<file path="config.mk">
export PLATFORM = sky130hd
export DESIGN_NAME = gray_blank_timer
export DESIGN_NICKNAME = d
export VERILOG_FILES = /design/src/rtl/graytmr_pkg.sv /design/src/rtl/graytmr_prescaler.sv /design/src/rtl/graytmr_master.sv /design/src/rtl/graytmr_slave.sv /design/src/rtl/gray_blank_timer.sv
export SDC_FILE = /design/constraint.sdc
export NUM_CORES = 1
export LEC_CHECK = 0
export ABC_AREA = 1
export BUFFER_PORTS_ARGS = -buffer_cell sky130_fd_sc_hd__buf_4
export CAP_MARGIN = 20
export CORE_UTILIZATION = 40
export CTS_CLUSTER_DIAMETER = 120
export CTS_CLUSTER_SIZE = 28
export DETAILED_ROUTE_END_ITERATION = 8
export PLACE_DENSITY = 0.61
export SYNTH_ARGS = -nofsm -noshare
export SYNTH_HDL_FRONTEND = slang
export SYNTH_SLANG_ARGS = --single-unit
</file>
<file path="constraint.sdc">
create_clock -name clk -period 2 [get_ports clk]
set_clock_uncertainty 0.1 [all_clocks]
set_input_delay 0.3 -clock clk [delete_from_list [all_inputs] [get_ports clk]]
set_output_delay 0.3 -clock clk [all_outputs]
set_load 0.01 [all_outputs]
</file>
<file path="src/rtl/graytmr_pkg.sv">
package graytmr_pkg;

    // Value the first counter must step into for the grayscale clock to toggle.
    localparam int GRAY_CMP = 1;

    // Sweep direction of the second counter.
    typedef enum logic {
        DIR_UP   = 1'b0,
        DIR_DOWN = 1'b1
    } sweep_dir_e;

    // Events produced by the first counter in one cycle.
    typedef struct packed {
        logic tick;     // counter clock enable from the prescaler
        logic update;   // counter wraps at its reload value
        logic toggle;   // counter steps into the compare value
    } master_evt_t;

endpackage

</file>
<file path="src/rtl/graytmr_prescaler.sv">
module graytmr_prescaler #(
    parameter int PSC_W = 16
) (
    input  logic             clk,
    input  logic             rst,
    input  logic             run,
    input  logic             load,
    input  logic [PSC_W-1:0] psc_i,
    output logic             tick_o
);

    logic [PSC_W-1:0] div_cnt;
    logic [PSC_W-1:0] psc_sh;

    assign tick_o = run && (div_cnt == psc_sh);

    always_ff @(posedge clk) begin
        if (rst) begin
            div_cnt <= '0;
            psc_sh  <= '0;
        end else if (!run) begin
            div_cnt <= '0;
            psc_sh  <= psc_i;
        end else begin
            if (tick_o) begin
                div_cnt <= '0;
            end else begin
                div_cnt <= div_cnt + 1'b1;
            end
            if (load) begin
                psc_sh <= psc_i;
            end
        end
    end

endmodule

</file>
<file path="src/rtl/graytmr_master.sv">
module graytmr_master
    import graytmr_pkg::*;
#(
    parameter int ARR_W = 16
) (
    input  logic             clk,
    input  logic             rst,
    input  logic             run,
    input  logic             tick,
    input  logic [ARR_W-1:0] reload_i,
    output logic             update_o,
    output logic             trig_o,
    output logic             gray_o
);

    logic [ARR_W-1:0] cnt_q;
    logic [ARR_W-1:0] cnt_nxt;
    logic [ARR_W-1:0] arr_sh;
    logic [ARR_W-1:0] reload_eff;
    master_evt_t      evt;

    assign reload_eff = (reload_i == '0) ? ARR_W'(1) : reload_i;

    always_comb begin
        evt.tick   = tick;
        evt.update = tick && (cnt_q == arr_sh);
        cnt_nxt    = evt.update ? '0 : cnt_q + 1'b1;
        evt.toggle = tick && (cnt_nxt == ARR_W'(GRAY_CMP));
    end

    assign update_o = evt.update;

    always_ff @(posedge clk) begin
        if (rst) begin
            cnt_q  <= '0;
            arr_sh <= ARR_W'(1);
            trig_o <= 1'b0;
            gray_o <= 1'b0;
        end else if (!run) begin
            cnt_q  <= '0;
            arr_sh <= reload_eff;
            trig_o <= 1'b0;
            gray_o <= 1'b0;
        end else begin
            trig_o <= evt.update;
            if (evt.tick) begin
                cnt_q <= cnt_nxt;
            end
            if (evt.update) begin
                arr_sh <= reload_eff;
            end
            if (evt.toggle) begin
                gray_o <= ~gray_o;
            end
        end
    end

endmodule

</file>
<file path="src/rtl/graytmr_slave.sv">
module graytmr_slave
    import graytmr_pkg::*;
#(
    parameter int CNT_W = 16
) (
    input  logic             clk,
    input  logic             rst,
    input  logic             run,
    input  logic             step,
    input  logic [CNT_W-1:0] pulses_i,
    output logic [CNT_W-1:0] cnt_o,
    output logic [CNT_W-1:0] top_o,
    output logic             blank_o
);

    logic [CNT_W-1:0] cnt_q;
    logic [CNT_W-1:0] top_sh;
    logic [CNT_W-1:0] pulses_eff;
    logic [CNT_W-1:0] limit;
    sweep_dir_e       dir_q;

    assign pulses_eff = (pulses_i == '0) ? CNT_W'(1) : pulses_i;
    assign limit      = (cnt_q == '0) ? pulses_eff : top_sh;

    always_ff @(posedge clk) begin
        if (rst) begin
            cnt_q  <= '0;
            top_sh <= CNT_W'(1);
            dir_q  <= DIR_UP;
        end else if (!run) begin
            cnt_q  <= '0;
            top_sh <= pulses_eff;
            dir_q  <= DIR_UP;
        end else if (step) begin
            if (dir_q == DIR_UP) begin
                if (cnt_q == '0) begin
                    top_sh <= pulses_eff;
                end
                cnt_q <= cnt_q + 1'b1;
                if (cnt_q + 1'b1 == limit) begin
                    dir_q <= DIR_DOWN;
                end
            end else begin
                cnt_q <= cnt_q - 1'b1;
                if (cnt_q == CNT_W'(1)) begin
                    dir_q <= DIR_UP;
                end
            end
        end
    end

    assign cnt_o   = cnt_q;
    assign top_o   = top_sh;
    assign blank_o = (cnt_q >= top_sh);

endmodule

</file>
<file path="src/rtl/gray_blank_timer.sv">
module gray_blank_timer #(
    parameter int PSC_W = 16,
    parameter int ARR_W = 16,
    parameter int CNT_W = 16
) (
    input  logic             clk,
    input  logic             rst,
    input  logic             en,
    input  logic [PSC_W-1:0] psc_i,
    input  logic [ARR_W-1:0] reload_i,
    input  logic [CNT_W-1:0] pulses_i,
    output logic             gray_clk_o,
    output logic             blank_o,
    output logic             trig_o
);

    logic             tick;
    logic             update;
    logic             trig;
    logic [CNT_W-1:0] slv_cnt;
    logic [CNT_W-1:0] slv_top;

    graytmr_prescaler #(.PSC_W(PSC_W)) i_prescaler (
        .clk    (clk),
        .rst    (rst),
        .run    (en),
        .load   (update),
        .psc_i  (psc_i),
        .tick_o (tick)
    );

    graytmr_master #(.ARR_W(ARR_W)) i_master (
        .clk      (clk),
        .rst      (rst),
        .run      (en),
        .tick     (tick),
        .reload_i (reload_i),
        .update_o (update),
        .trig_o   (trig),
        .gray_o   (gray_clk_o)
    );

    graytmr_slave #(.CNT_W(CNT_W)) i_slave (
        .clk      (clk),
        .rst      (rst),
        .run      (en),
        .step     (trig),
        .pulses_i (pulses_i),
        .cnt_o    (slv_cnt),
        .top_o    (slv_top),
        .blank_o  (blank_o)
    );

    assign trig_o = trig;

endmodule

</file>
Yosys cells after proc, flatten, opt, wreduce, memory -nomap -nowiden
Cells that the tools add are included.
{"block": "totals", "in_bits": 51, "regBits": 99, "wordCells": 48, "out_inout_bits": 3}
{"block": "classes", "n_mux": 15, "eq_ne": 8, "bitwise_logic": 2, "n_reduce_logical": 9, "addsub": 4, "magnitude_cmp": 1}
{"cell": "$mux W16", "n": 12}
{"cell": "$add A16 B1 Y16 const B", "n": 3}
{"cell": "$eq A16 B16 Y1", "n": 3}
{"cell": "$logic_not A16 Y1", "n": 3}
{"cell": "$eq A16 B1 Y1 const B", "n": 2}
{"cell": "$ge A16 B16 Y1", "n": 1}
{"cell": "$sub A16 B1 Y16 const B", "n": 1}
{"cell": "$ne A2 B1 Y1 const B", "n": 2}
{"cell": "$logic_and A1 B1 Y1", "n": 3}
{"cell": "$mux W1", "n": 3}
{"cell": "$reduce_or A3 Y1", "n": 1}
{"cell": "$ne A2 B2 Y1 const B", "n": 1}
{"cell": "$not A1 Y1", "n": 2}
{"cell": "$reduce_and A2 Y1", "n": 1}
{"cell": "$reduce_or A2 Y1", "n": 1}

Longest topological paths before layout
{"block": "logic_depth", "ltp_word": 6, "depth_mapped": 17, "depth_no_buf": 16}

Cells and area by module
A second synthesis with hierarchy kept.
{"block": "hier_totals", "cells_unflattened": 1146, "area_unflattened_um2": 7174.4}
{"module": "graytmr_slave", "cells_per_inst": 547, "area_per_inst_um2": 3213.1, "instances": 1}
{"module": "graytmr_master", "cells_per_inst": 350, "area_per_inst_um2": 2239.6, "instances": 1}
{"module": "graytmr_prescaler", "cells_per_inst": 249, "area_per_inst_um2": 1721.7, "instances": 1}

Worst setup path after synthesis
No wires, ideal clock.
{"block": "synth_path", "path_kind": "register -> register", "start": "reg i_prescaler.div_cnt[0]", "end": "reg i_prescaler.div_cnt[14]", "setup_slack_ns": 0.048, "required_ns": 1.783, "t_arrival_ns": 1.734, "path_stages_with_launch": 11, "n_path_buf": 0, "cell_sequence": "dfxtp_1 -> ha_1 -> nand2_1 -> nor3_1 -> nand3_1 -> nor3_1 -> nand3_1 -> nor2_1 -> nand2_1 -> o21bai_1 -> a21oi_1"}
{"block": "synth_between", "elab_chain_cells": 3}
{"item": "from (decl)", "line": "graytmr_prescaler.sv:12", "rtl": "logic [PSC_W-1:0] div_cnt;"}
{"item": "from (signal assigned)", "line": "graytmr_prescaler.sv:28", "rtl": "div_cnt <= div_cnt + 1'b1;"}
{"item": "parallel branches: the longest is 3 deep, another holds $add A16 B1 Y16"}
Parallel ways; which one is timed is not known.
A chain may end at the register's enable or synchronous reset.

Worst setup path in the final report
{"block": "layout_path", "start": "reg i_slave.cnt_q[8] (netlist: i_slave.cnt_o[8])", "end": "out blank_o"}
{"block": "layout_between", "elab_chain_cells": 1}
{"item": "from (decl)", "line": "graytmr_slave.sv:16", "rtl": "logic [CNT_W-1:0] cnt_q;"}
{"item": "from (signal assigned)", "line": "graytmr_slave.sv:39", "rtl": "cnt_q <= cnt_q + 1'b1;"}
{"item": "from (signal assigned)", "line": "graytmr_slave.sv:44", "rtl": "cnt_q <= cnt_q - 1'b1;"}
{"item": "$ge A16 B16 Y1", "line": "graytmr_slave.sv:54", "rtl": "assign blank_o = (cnt_q >= top_sh);"}
{"item": "to (decl)", "line": "gray_blank_timer.sv:13", "rtl": "output logic blank_o,"}
Every way passes these cells.

==> results summary <==
The startpoint of the worst-slack reg-to-reg timing path is i_slave.cnt_o[1]. The congestion estimate from routability-driven global placement came to 0.904. The time the final worst path needs with I/O delays and setup is 2.16 ns. The combinational group share of total power is 0.147. The overflow left after global routing came out at 0. The logic depth of the worst register-to-register path came out at 13. The number of buffers on the longest clock path came out at 2.

The max-slew violation total from the final report is 0. The cell area after synthesis is 6560 sq um. The number of cell rows came out at 46.

For flop-to-flop paths, the worst setup slack is -0.07 ns. The run finished, with violations left. The first-pass iteration count of the detailed router came out at 5. At the worst endpoint, the arrival time is 1.76 ns.

The worst hold path belongs to the class in -> reg. The total clock buffers created by CTS is 9. STA classifies the critical path endpoint as an output pin.

The number of placed instances, taps included, is 1,428. The share of final-layout standard cells stronger than drive strength 1 is 0.398. The signal on the critical path passes through buf_4 -> ha_1 -> nand2_1 -> nor3_4 -> nand3_2 -> nand3_2 -> buf_6. Along the worst hold path, the cell count comes to 3. Dividing the final minimum period by the clock period gives 1.08.

The initial antenna violation count came out at 0. STA puts the critical path data required time at 1.60 ns. The full die area came out at 16,900 sq um. The number of buffer and inverter instances along the worst setup path came out at 2. The residual DRC count is 0. The flip-flop and latch count after synthesis is 99.

In this run, post-CTS hold repair placed 0 buffers. Of all nets on the critical path, the largest fanout is 3. In this run the critical register-to-register path is captured at i_slave.dir_q. Counting every instance in the synthesized netlist gives 1,013. Setup repair after global routing could not meet its margin everywhere.

For hold timing, the worst endpoint is i_prescaler.psc_sh[6]. The TritonCTS clock tree is yes. The average routed wire per standard cell is 14.5 um. The sum of negative setup slack is -0.898 ns. The latest clock arrival within the worst-skew pair is 0.37 ns. The via density per instance came out at 5.03.

Static timing analysis puts the maximum clock frequency at 462 MHz. The I/O pin count is 54. For this run, the leading register cell type out of synthesis is sky130_fd_sc_hd__dfxtp_1. At the pin with the least slew margin, the transition time is 0.502 ns.

The wire-length estimate of the detail-placed layout is 15.1 mm. The CTS root buffer is sky130_fd_sc_hd__clkbuf_16. The count of clock tree sinks came out at 99.

The worst setup path is launched from a register. The hold violation count in the final report is 0. The register clock-pin slew on the reported worst setup and hold paths came out at 0.07 ns. Of the total power, registers draw 0.443. The most common cell type on the critical path is sky130_fd_sc_hd__nand3_2. The x dimension of the die is 130 um.

For this configuration, the core starts out at a cell density of 0.411. The total wirelength of the detailed-routed design is 21.3 mm. The layout overhead on the synthesized area came out at 51.7%.

Entering global routing, the biggest net connects 24 pins. The share of flip-flops with an asynchronous set or reset after synthesis is 0. The final antenna diode count is 0. The net count of the mapped netlist is 1,086. The post-layout worst setup margin is -0.165 ns. The internal portion of total power came out at 3400 uW. In this design, the largest share of critical-path delay is due to simple AND/OR/NAND/NOR gates. The H-tree generated during clock tree synthesis spans 3 levels. The relative slew slack came out at 0.662. The worst supply voltage drop on vdd came out at 426 uV. The number of nets in the layout is 1,323.

The switching share of power is 0.272. The biggest cell delay along the critical path is 0.35 ns. The combined global-route utilization of all metal layers came out at 0.246. The detailed router finished its first iteration with 504 violations.

The synthesized design contains 0 enable-type register cells. The cell leakage power came out at 0.00454 uW. The number of global-route vias before repair is 6,820.

Hold is met by 0.0694 ns. Each instance of the synthesized netlist takes up on average 6.47 sq um. The clock share of power is 0.410. The count of cells in the finished layout, fillers not included, comes to 1,471.

The port buffer count came out at 53. The share of synthesized area occupied by flip-flops and latches came out at 0.302. The height of the die is 130 um. In this run the most critical hold path is launched from psc_i[6]. The setup slack after placement came out at -0.157 ns.

The number of violations of the max-capacitance limit came out at 0. The slowest stage of the critical path belongs to the cell sky130_fd_sc_hd__dfxtp_2. The count of distinct cell types in the synthesized netlist came out at 44. The type of the worst setup path is reg -> out. The post-detailed-route count of antenna-violating nets came out at 0. The total power per unit cell area came out at 470 nW/um^2. The area of the core is 15,900 sq um.

The final reports fail on setup timing. The number of synthesis warnings came out at 0. The wire length of the first global-routing pass is 32.5 mm. Detailed routing inserted a total of 7,398 vias. The number of setup violations in the final report is 31. The net switching component of the power is 1270 uW.
## cell families (layout without fill, tap and decap cells)
kind of cell               Yosys count  count (layout)  synth area share
and+or+nand+nor                    514             514             0.336
buffers and inverters              179             421             0.114
AOI/OAI and AO/OA                  163             163             0.157
DFF                                 99              99             0.302
xor gates and xnor gates            36              36            0.0481
adders and majority gates           22              22            0.0420
## cell usage in the layout (no fill, tap or decap), drive strengths merged, types with 2 or more instances in the layout
| cell type | count |
|---|---|
| xor2 | 30 |
| a21oi | 44 |
| nor3b | 4 |
| nand3 | 54 |
| nand3b | 3 |
| clkbuf | 14 |
| xnor2 | 6 |
| o21bai | 2 |
| buf | 255 |
| o211ai | 2 |
| nor2 | 113 |
| o32ai | 10 |
| o221ai | 7 |
| o21ai | 52 |
| nor4 | 6 |
| o31ai | 2 |
| nand2 | 296 |
| dfxtp | 99 |
| a31oi | 15 |
| a221oi | 7 |
| a211oi | 9 |
| ha | 22 |
| inv | 149 |
| o22ai | 9 |
| nor3 | 20 |
| nand4 | 16 |
## worst max path at each step
stage / cells after the start / endpoint / slack (ns) / from
after floorplan: 10 / i_prescaler.div_cnt[14] / 0.05 / i_prescaler.div_cnt[0]
after global placement: 13 / i_slave.dir_q / -0.15 / i_slave.cnt_o[1]
after detailed placement: 13 / i_slave.dir_q / -0.16 / i_slave.cnt_o[1]
after CTS: 9 / blank_o / -0.15 / i_slave.cnt_o[1]
after global routing: 7 / blank_o / -0.25 / i_slave.cnt_o[8]
final: 7 / blank_o / -0.16 / i_slave.cnt_o[8]
## sequential cells by signal, summed over array words and instances (netlist names)
signal	flops
i_master.arr_sh	16
i_master.cnt_q	16
i_master.gray_o	1
i_master.trig_o	1
i_prescaler.div_cnt	16
i_prescaler.psc_sh	16
i_slave.cnt_o	16
i_slave.dir_q	1
i_slave.top_o	16
## repair_timing
| item | 4_1_cts | 5_1_grt |
|---|---|---|
| setup endpoints to repair | 41 | 65 |
| gates cloned | 0 | 4 |
| gates resized for setup | 63 | 184 |
| buffers inserted | 8 | 25 |
| pin swaps | 17 | 53 |
## stage by stage
| stage | cell area, sq um | total power (uW) | utilization |
|---|---|---|---|
| 6_report | 9950 | 4670 | 0.624 |
| 2_1_floorplan | 6560 | 2440 | - |
| 4_1_cts | 9060 | 4610 | 0.568 |
| 3_5_place_dp | 8420 | 2680 | 0.528 |
| 3_3_place_gp | 8420 | 2680 | 0.528 |
| 5_1_grt | 9950 | 4860 | 0.624 |
## metal layers
layer | vias up | track usage | share of wire
met5 | - | 0 | 0
met4 | 0 | 0.106 | 0.021
met3 | 27 | 0.0287 | 0.044
met2 | 190 | 0.406 | 0.48
met1 | 3408 | 0.324 | 0.45
li1 | 3773 | - | -
## worst min-delay path: stages
cell and delay [ns]:
sky130_fd_sc_hd__buf_4 0.08, sky130_fd_sc_hd__o21ai_2 0.05, sky130_fd_sc_hd__nor2_1 0.07
## cell type report
cell class / count / area [sq um]
tap: 216 / 270
fill: 1427 / 5990
sequential: 99 / 2050
timing repair buffer: 258 / 2140
clock inverter: 5 / 66.3
clock buffer: 11 / 253
inverter: 147 / 559
multi-input combinational: 735 / 4600
## power groups by stage
stage	clock network (uW)	registers [uW]	logic (uW)
floorplan	0	2110	329
global placement	0	2120	555
detailed placement	0	2120	558
CTS	1950	2070	583
global route	2030	2080	755
finish	1920	2070	686
## cells in the mapped netlist, drive strengths merged, types with 2 or more instances
library cell	number	share of area
nand2	296	0.17
inv	146	0.085
nor2	113	0.072
dfxtp	99	0.30
nand3	54	0.043
o21ai	52	0.040
a21oi	44	0.034
xor2	30	0.040
ha	22	0.042
nor3	20	0.018
buf	18	0.021
nand4	16	0.015
a31oi	15	0.014
clkbuf	14	0.0080
o32ai	10	0.013
a211oi	9	0.017
o22ai	9	0.0086
a221oi	7	0.0093
o221ai	7	0.0093
nor4	6	0.0057
xnor2	6	0.0080
nor3b	4	0.0046
nand3b	3	0.0034
o211ai	2	0.0023
o21bai	2	0.0023
o31ai	2	0.0023
Note: power is estimated with default switching activity, not from simulation.
